## config.mk

```make
export PLATFORM = sky130hd
export DESIGN_NAME = mux_tree_hash
export DESIGN_NICKNAME = d
export VERILOG_FILES = /design/src/rtl/hash_tree_pkg.sv /design/src/rtl/hash_mask_bank.sv /design/src/rtl/hash_leaf.sv /design/src/rtl/hash_node.sv /design/src/rtl/mux_tree_hash.sv
export SDC_FILE = /design/constraint.sdc
export NUM_CORES = 1
export LEC_CHECK = 0
export BUFFER_PORTS_ARGS = -buffer_cell sky130_fd_sc_hd__buf_2
export CORE_MARGIN = 1.5
export CORE_UTILIZATION = 25
export CTS_BUF_LIST = sky130_fd_sc_hd__clkbuf_16
export CTS_CLUSTER_SIZE = 10
export DETAILED_ROUTE_END_ITERATION = 16
export GPL_TIMING_DRIVEN = 0
export PLACE_DENSITY = 0.44
export SLEW_MARGIN = 10
export SYNTH_ARGS = -nofsm -noshare
export SYNTH_HDL_FRONTEND = slang
export SYNTH_HIERARCHICAL = 1
export SYNTH_SLANG_ARGS = --single-unit
```

## constraint.sdc

```tcl
create_clock -name clk_i -period 2.4 [get_ports clk_i]
set_clock_uncertainty 0.05 [all_clocks]
set_input_delay 0.36 -clock clk_i [delete_from_list [all_inputs] [get_ports clk_i]]
set_output_delay 0.36 -clock clk_i [all_outputs]
set_load 0.01 [all_outputs]
```

## src/rtl/hash_tree_pkg.sv

```systemverilog
package hash_tree_pkg;

  // Number of select masks on all levels above level d of a tree whose
  // nodes each use r select bits (level 0 is the root).
  function automatic int mask_base(input int d, input int r);
    return r * ((2 ** (r * d)) - 1) / ((2 ** r) - 1);
  endfunction

  // Parity of a key slice already gated by its mask (keys up to 64 bits).
  function automatic logic gated_parity(input logic [63:0] gated);
    return ^gated;
  endfunction

endpackage

```

## src/rtl/hash_mask_bank.sv

```systemverilog
module hash_mask_bank #(
  parameter int KEY_W    = 16,
  parameter int NUM_MASK = 15,
  parameter int AW       = 4
) (
  input  logic                               clk_i,
  input  logic                               rst_ni,
  input  logic                               we_i,
  input  logic [AW-1:0]                      addr_i,
  input  logic [KEY_W-1:0]                   wdata_i,
  output logic [NUM_MASK-1:0][KEY_W-1:0]     masks_o
);

  logic [NUM_MASK-1:0][KEY_W-1:0] masks_q;
  logic                           addr_ok;
  logic                           wr_hit;

  assign addr_ok = (32'(addr_i) < NUM_MASK);
  assign wr_hit  = we_i && addr_ok;

  for (genvar i = 0; i < NUM_MASK; i++) begin : g_slot
    always_ff @(posedge clk_i or negedge rst_ni) begin
      if (!rst_ni) begin
        masks_q[i] <= '0;
      end else if (wr_hit && (32'(addr_i) == i)) begin
        masks_q[i] <= wdata_i;
      end
    end
  end

  assign masks_o = masks_q;

  AST_WRITE_LANDS: assert property (@(posedge clk_i) disable iff (!rst_ni)
    wr_hit |=> masks_q[$past(addr_i)] == $past(wdata_i));

  AST_IDLE_HOLD: assert property (@(posedge clk_i) disable iff (!rst_ni)
    !we_i |=> $stable(masks_q));

  AST_RANGE_IGNORED: assert property (@(posedge clk_i) disable iff (!rst_ni)
    (we_i && !addr_ok) |=> $stable(masks_q));

endmodule

```

## src/rtl/hash_leaf.sv

```systemverilog
module hash_leaf
  import hash_tree_pkg::*;
#(
  parameter int KEY_W = 16,
  parameter int SEL_W = 1
) (
  input  logic [KEY_W-1:0]              key_i,
  input  logic [SEL_W-1:0][KEY_W-1:0]   mask_i,
  output logic [SEL_W-1:0]              enc_o
);

  always_comb begin
    for (int b = 0; b < SEL_W; b++) begin
      enc_o[b] = gated_parity(64'(key_i & mask_i[b]));
    end
  end

endmodule

```

## src/rtl/hash_node.sv

```systemverilog
module hash_node
  import hash_tree_pkg::*;
#(
  parameter int KEY_W   = 16,
  parameter int SEL_W   = 1,
  parameter int CHILD_W = 1
) (
  input  logic [KEY_W-1:0]                       key_i,
  input  logic [SEL_W-1:0][KEY_W-1:0]            mask_i,
  input  logic [(2**SEL_W)-1:0][CHILD_W-1:0]     child_i,
  output logic [SEL_W+CHILD_W-1:0]               enc_o
);

  logic [SEL_W-1:0] sel;

  always_comb begin
    for (int b = 0; b < SEL_W; b++) begin
      sel[b] = gated_parity(64'(key_i & mask_i[b]));
    end
  end

  assign enc_o = {sel, child_i[sel]};

endmodule

```

## src/rtl/mux_tree_hash.sv

```systemverilog
module mux_tree_hash
  import hash_tree_pkg::*;
#(
  parameter int KEY_W   = 16,
  parameter int IDX_W   = 4,
  parameter int SEL_W   = 1,
  parameter bit OUT_REG = 1'b1,
  parameter int CFG_AW  = $clog2(mask_base(IDX_W / SEL_W, SEL_W))
) (
  input  logic              clk_i,
  input  logic              rst_ni,
  input  logic [KEY_W-1:0]  key_i,
  input  logic              cfg_we_i,
  input  logic [CFG_AW-1:0] cfg_addr_i,
  input  logic [KEY_W-1:0]  cfg_mask_i,
  output logic [IDX_W-1:0]  idx_o
);

  localparam int LEVELS   = IDX_W / SEL_W;
  localparam int FAN      = 2 ** SEL_W;
  localparam int NUM_MASK = mask_base(LEVELS, SEL_W);

  logic [NUM_MASK-1:0][KEY_W-1:0] mask_bus;
  logic [IDX_W-1:0]               comb_idx;

  hash_mask_bank #(
    .KEY_W    (KEY_W),
    .NUM_MASK (NUM_MASK),
    .AW       (CFG_AW)
  ) u_masks (
    .clk_i   (clk_i),
    .rst_ni  (rst_ni),
    .we_i    (cfg_we_i),
    .addr_i  (cfg_addr_i),
    .wdata_i (cfg_mask_i),
    .masks_o (mask_bus)
  );

  // Levels are built from the leaves (e = 0) up to the root (e = LEVELS-1),
  // so each level reads encodings of the level declared before it.
  for (genvar e = 0; e < LEVELS; e++) begin : g_lvl
    localparam int DEPTH = LEVELS - 1 - e;
    localparam int NODES = 2 ** (SEL_W * DEPTH);
    localparam int OW    = SEL_W * (e + 1);
    localparam int MBASE = mask_base(DEPTH, SEL_W);

    logic [NODES-1:0][OW-1:0] enc;

    for (genvar j = 0; j < NODES; j++) begin : g_node
      if (e == 0) begin : g_leaf
        hash_leaf #(
          .KEY_W (KEY_W),
          .SEL_W (SEL_W)
        ) u_leaf (
          .key_i  (key_i),
          .mask_i (mask_bus[MBASE + j*SEL_W +: SEL_W]),
          .enc_o  (enc[j])
        );
      end else begin : g_inner
        hash_node #(
          .KEY_W   (KEY_W),
          .SEL_W   (SEL_W),
          .CHILD_W (SEL_W * e)
        ) u_node (
          .key_i   (key_i),
          .mask_i  (mask_bus[MBASE + j*SEL_W +: SEL_W]),
          .child_i (g_lvl[e-1].enc[j*FAN +: FAN]),
          .enc_o   (enc[j])
        );
      end
    end
  end

  assign comb_idx = g_lvl[LEVELS-1].enc[0];

  if (OUT_REG) begin : g_oreg
    logic [IDX_W-1:0] idx_q;
    always_ff @(posedge clk_i or negedge rst_ni) begin
      if (!rst_ni) idx_q <= '0;
      else         idx_q <= comb_idx;
    end
    assign idx_o = idx_q;
  end else begin : g_ocomb
    assign idx_o = comb_idx;
  end

  AST_IDX_DETERMINISTIC: assert property (@(posedge clk_i) disable iff (!rst_ni)
    ($stable(key_i) && ($past(key_i, 2) == $past(key_i)) &&
     !$past(cfg_we_i) && !$past(cfg_we_i, 2)) |-> $stable(idx_o));

  AST_CLEAR_AFTER_RESET: assert property (@(posedge clk_i) disable iff (!rst_ni)
    $rose(rst_ni) |-> (idx_o == '0));

endmodule

```

==> results of run 1 <==
[synthesized netlist by cell type, drive strengths merged]
library cell,number
and3,1
nand3b,4
nand2,242
nor2,9
nand2b,2
buf,26
dfrtp,244
nor3b,1
clkbuf,18
xnor2,177
mux2,251
nand3,1
xor2,48
inv,3
or3,3
[flip-flops by register name, summed over array words and instances (netlist names)]
| register | flops |
|---|---|
| idx_o | 4 |
| u_masks/masks_o | 240 |
[layout make-up]
class,count,area share
plain buffers,44,0.01834
well taps,615,0.05397
flip-flops and latches,244,0.4283
clock inverters,10,0.002808
inverters,3,0.0007898
repair buffers,44,0.01983
multi-input cells,739,0.4251
clock buffers,29,0.05090
[worst max-delay path: cells and delay by family (launching register included)]
family / cells / cell delay (ps)
AND/OR/NAND/NOR: 1 / 80
flip-flops: 1 / 340
multiplexers: 3 / 920
XOR/XNOR: 4 / 850
[kinds of logic (layout without fill, tap and decap cells)]
kind of cell	Yosys count	after routing	share of synthesized area
xor+xnor	225	225	0.1612
buf+inv	47	130	0.02231
flops	244	244	0.4995
mux	251	251	0.2312
simple gates	263	263	0.08568
[stage by stage]
step | hold WS, ps | area [um2] | cells | utilization
3_3_place_gp | 436.6 | 13190 | 1685 | 0.2752
2_1_floorplan | 14.41 | 12220 | 1030 | -
3_5_place_dp | 340.8 | 13260 | 1687 | 0.2765
6_report | 86.42 | 14260 | 1728 | 0.2974
4_1_cts | 73.42 | 14070 | 1727 | 0.2936
5_1_grt | 88.89 | 14260 | 1728 | 0.2974
[final timing paths]
| path | startpoint | endpoint | slack [ps] | depth (start not counted) |
|---|---|---|---|---|
| worst min register to register | u_masks/masks_o[30] | u_masks/masks_o[30] | 450 | 1 |
| worst max-delay path | u_masks/masks_o[87] | idx_o[0] | 40 | 8 |
| worst min-delay path | cfg_mask_i[3] | u_masks/masks_o[147] | 90 | 2 |
| min in group asynchronous | rst_ni | u_masks/masks_o[33] | 320 | 2 |
| max in group asynchronous | rst_ni | u_masks/masks_o[107] | 640 | 4 |
| worst max register to register | u_masks/masks_o[87] | idx_o[0] | 40 | 8 |
[metal layers]
metal,part of all wire,routed length [um]
met5,0.00052,14
met4,0.016,425
met3,0.027,717
met2,0.47,12650
met1,0.49,13210
[repair_timing]
action / 4_1_cts / 5_1_grt
cloned: 0 / 0
hold endpoints to repair: 76 / 0
resized for setup: 8 / 24
setup buffers: 0 / 1
pin swaps: 5 / 15
hold buffers: 1 / 0
setup endpoints to repair: 2 / 2
[report_power, final]
part,internal [uW],leakage (uW),switching (uW),total [uW]
Combinational,3380,0.00258,2730,6100
Clock,2120,0.000400,1620,3740
Sequential,5120,0.00299,440,5560
Total,10600,0.00597,4780,15400
==> impl_metrics.yaml, run 1 <==
pwr:
  irDropWorstVdd_mv: 0.5416
  power_uw: 15400
  power.density_nw_per_um2: 1080
  p_leak_uw: 0.005970
setup_path:
  path_cells: "nand2_1, xor2_2, xnor2_2, xnor2_2, xnor2_2, mux2_4, mux2_4, mux2_4"
  critPathArrivalTime_ps: 2730
  start_kind: "flop"
  critical_path_class: "flop to flop"
  critPathRequiredTime_ps: 2770
  critPathSlowestCell: "mux2_4"
  end_kind: "flop"
  critPathMaxFanout: 2
  slowest_delay_ps: 360
synth:
  netlist_top_cells_area: "dfrtp_1 50%, mux2_2 22%, xnor2_1 13%"
  ys_seq_elements: 244
  syn_nets: 1069
  synth_cells: 1030
  synth.avg_cell_area_um2: 11.87
  synth.distinct_cells: 20
  yosysTopAreaCell: "dfrtp_1"
  ys_warn_count: 6
  syn_area_um2: 12220
  yosysSeqAreaShare: 0.4995
  synth_top_area_frac: 0.4995
sta:
  hold_viol_final: 0
  fmax_mhz: 424.1
  period_needed_ps: 2358
  tightest_slew_ps: 622.8
  maxSlewViolCount: 0
  relSlewSlack: 0.5848
  rsz0062_at_grt: "true"
  finalCritPeriodShare: 0.9825
  tns_ps: 0
  layout_setup_ws_ps: 41.88
  setup_violations: 0
routing:
  initialDrtViolationCount: 229
  drtAntennaViolNets: 0
  remaining_drc_errors: 0
  first_pass_iters: 4
  num_vias: 7077
  wl_per_cell_um: 15.63
  routed_wl_um: 27010
  viasPerCell: 4.095
global_routing:
  grt_overflow_total: 0
  antenna_found_initial: 1
  use_met2: 0.1834
  groute.usage.overall: 0.1114
  grt_max_degree: 99
  grt_use_met1: 0.1544
  grt_pass1_wl_um: 43670
  grt_pass1_vias: 7406
  busiest_layer: "met2"
  met3_usage: 0.01613
finish:
  fin_nets: 1144
  mostFrequentLayoutCell: "dfrtp_1"
  layout-drive-gt1-share: 0.3432
  layout_common_cells: "244 x dfrtp_1, 242 x mux2_2, 241 x nand2_1"
  multi_input_area_um2: 6061
  area_delta_synth_final_pct: 16.64
  n_fill_cell: 4903
  n_antenna_cell: 0
  seq_area_um2: 6106
hold_path:
  hold_path.class: "input port to flop"
clock_network:
  clockRootBuffer: "clkbuf_16"
  cts.clk_slew.worst_paths_ps: 60
  cts.htree.levels: 1
  clock_latency_ps: 540
  cts_buffer_depth: 3
  tritoncts: "yes"
  clkSinkCount: 244
  cts_buffers: 29
run_status:
  outcome: "finished, final reports clean"
run:
  drv_cap: 0
place:
  hpwl_um: 19980
  place_congestion: 0.6810
  dp_slack_ps: -676.5
  port_buffers: 40
floorplan:
  io_pins: 43
  die_h_um: 224.1
  die_w_um: 224.1
  rows: 80
  design.die.area_um2: 50230
  initial_utilization: 0.2549
  core_area_um2: 47950
Note: power is estimated with default switching activity, not from simulation.
==> inputs of run 2 (changes only) <==
--- a/config.mk
+++ b/config.mk
@@ -5,16 +5,15 @@
 export SDC_FILE = /design/constraint.sdc
 export NUM_CORES = 1
 export LEC_CHECK = 0
-export BUFFER_PORTS_ARGS = -buffer_cell sky130_fd_sc_hd__buf_2
 export CORE_MARGIN = 1.5
 export CORE_UTILIZATION = 25
 export CTS_BUF_LIST = sky130_fd_sc_hd__clkbuf_16
 export CTS_CLUSTER_SIZE = 10
 export DETAILED_ROUTE_END_ITERATION = 16
+export DONT_BUFFER_PORTS = 1
 export GPL_TIMING_DRIVEN = 0
-export PLACE_DENSITY = 0.44
+export PLACE_DENSITY = 0.43
 export SLEW_MARGIN = 10
 export SYNTH_ARGS = -nofsm -noshare
 export SYNTH_HDL_FRONTEND = slang
-export SYNTH_HIERARCHICAL = 1
 export SYNTH_SLANG_ARGS = --single-unit
==> impl_metrics.yaml, run 2 <==
routing:
  remaining_drc_errors: 0
  routed_wl_um: 32160
  num_vias: 7332
  drtAntennaViolNets: 0
  initialDrtViolationCount: 322
  wl_per_cell_um: 18.31
  first_pass_iters: 4
  viasPerCell: 4.175
global_routing:
  grt_pass1_wl_um: 49600
  grt_overflow_total: 0
  grt_pass1_vias: 7708
  antenna_found_initial: 0
  groute.usage.overall: 0.1325
  grt_max_degree: 245
clock_network:
  clkSinkCount: 244
  cts_buffer_depth: 3
  holdBufCountCts: 16
  clockRootBuffer: "clkbuf_16"
  cts.clk_slew.worst_paths_ps: 60
  tritoncts: "yes"
  cts.htree.levels: 1
  cts_setup_buffers: 0
  cts_buffers: 29
  clock_latency_ps: 550
place:
  post_dp_cell_area_um2: 13130
  port_buffers: 0
  dp_cells: 1701
  place_congestion: 0.7578
  hpwl_um: 22840
  dp_slack_ps: -137.0
synth:
  yosysSeqAreaShare: 0.4964
  synth-edff-count: 0
  synth_compound_gate_area_share: 0.001017
  synth.avg_cell_area_um2: 11.86
  async_flop_share: 1.000
  syn_area_um2: 12300
  synth_ff_type: "dfrtp_1"
  synth_common_cells: "244 x dfrtp_1, 240 x mux2_2, 236 x nand2_1"
  synth.distinct_cells: 23
  post_synth_mux_area_share: 0.2270
  ys_seq_elements: 244
  synth_top_family_by_area: "multiplexers"
  yosys.area_share.simple: 0.08555
  yosysTopAreaCell: "dfrtp_1"
  synth_top_area_frac: 0.4964
  yosysMostFrequentCell: "dfrtp_1"
  synth_cells: 1037
  ys_warn_count: 0
  synth_xor_area_frac: 0.1639
  post_synth_fa_ha_maj_area_fraction: 0
  syn_nets: 1076
  netlist_top_cells_area: "dfrtp_1 50%, mux2_2 22%, xnor2_1 12%"
pwr:
  irDropWorstVdd_mv: 0.5239
  power.density_nw_per_um2: 1045
  power_uw: 14710
  p_leak_uw: 0.005764
setup_path:
  start_kind: "flop"
  critPathArrivalTime_ps: 2720
  end_kind: "flop"
  critical_path_class: "flop to flop"
  critPathRequiredTime_ps: 2780
  critPathMaxFanout: 2
finish:
  layout-drive-gt1-share: 0.2866
  mostFrequentLayoutCell: "dfrtp_1"
  largest_reg_flops: 240
  n_antenna_cell: 0
  n_fill_cell: 5074
  fin_nets: 1123
  area_delta_synth_final_pct: 14.51
  layout.cells.non_filler: 1756
  final_area_um2: 14080
  layout_common_cells: "244 x dfrtp_1, 240 x mux2_2, 236 x nand2_1"
floorplan:
  rows: 81
  die_h_um: 224.8
  design.die.area_um2: 50540
  io_pins: 43
  initial_utilization: 0.2523
  die_w_um: 224.8
  core_area_um2: 48750
sta:
  hold_slack_ps: -551.8
  hold_viol_final: 244
  fmax_mhz: 427.7
  rsz0062_at_grt: "false"
  tns_ps: 0
  finalCritPeriodShare: 0.9741
  setup_violations: 0
  maxSlewViolCount: 0
  tightest_slew_ps: 946.2
  period_needed_ps: 2338
  layout_setup_ws_ps: 62.14
  relSlewSlack: 0.3668
run:
  drv_cap: 0
run_status:
  outcome: "finished, violations left"
  violations: "hold timing"
hold_path:
  hold_path.class: "input port to asynchronous set/reset pin"
[run 2: kinds of logic (layout without fill, tap and decap cells)]
family	count (synthesis)	count (layout)
AO/OA/AOI/OAI	2	2
flip-flops	244	244
buffers and inverters	53	108
AND/OR/NAND/NOR	264	264
multiplexers	249	249
XOR/XNOR	225	225
[run 2: path summary, 6_finish.rpt]
kind / from / endpoint / slack (ps) / cells past startpoint
max: u_masks.masks_o[81] / idx_o[0] / 60 / 8
min: rst_ni / u_masks.masks_o[145] / -550 / 0
max reg2reg: u_masks.masks_o[81] / idx_o[0] / 60 / 8
min reg2reg: u_masks.masks_o[213] / u_masks.masks_o[213] / 450 / 1
max in group asynchronous: rst_ni / idx_o[0] / 2270 / 0
min in group clk_i: cfg_addr_i[3] / u_masks.masks_o[208] / 250 / 3
[run 2: power breakdown]
group | switching, uW | internal, uW | total [uW]
sequential | 468 | 5120 | 5590
combinational | 2630 | 2690 | 5320
clock | 1680 | 2120 | 3800
total | 4780 | 9930 | 14700
[run 2: critical path, stage by stage, from the launching register on]
cell and delay, ps:
dfrtp_1 380, nand2_1 150, xor2_1 200, xnor2_1 180
xnor2_1 140, xnor2_2 440, mux2i_1 290, mux2i_1 110
mux2i_1 270
[run 2: metal layers]
layer  wire (um)  vias up  GRT usage
li1            -     3454          -
met1       15970     3765     0.1883
met2       14670       81     0.2125
met3        1041       32    0.02169
met4         477        0    0.02446
met5           0        -          0
[run 2: stage by stage]
stage                     hold slack (ps)  utilization
final                              -551.8       0.2889
after global routing               -579.5       0.2889
after CTS                          -575.8       0.2885
after detailed placement            20.64       0.2694
after global placement              20.40       0.2694
after floorplan                     14.41            -
[run 2: what timing repair did]
item	in CTS	in global routing
gates resized for setup	1	3
setup endpoints to repair	1	2
endpoints found under the hold margin	324	244
gates cloned	0	0
[run 2: layout make-up]
| class | count | area (um2) | share of cell area |
|---|---|---|---|
| flip-flops and latches | 244 | 6106 | 0.4335 |
| multi-input cells | 740 | 5903 | 0.4191 |
| well taps | 664 | 830.8 | 0.05899 |
| clock buffers | 29 | 725.7 | 0.05152 |
| plain buffers | 52 | 317.8 | 0.02256 |
| repair buffers | 16 | 160.2 | 0.01137 |
| clock inverters | 10 | 37.54 | 0.002665 |
| inverters | 1 | 3.754 | 0.0002665 |
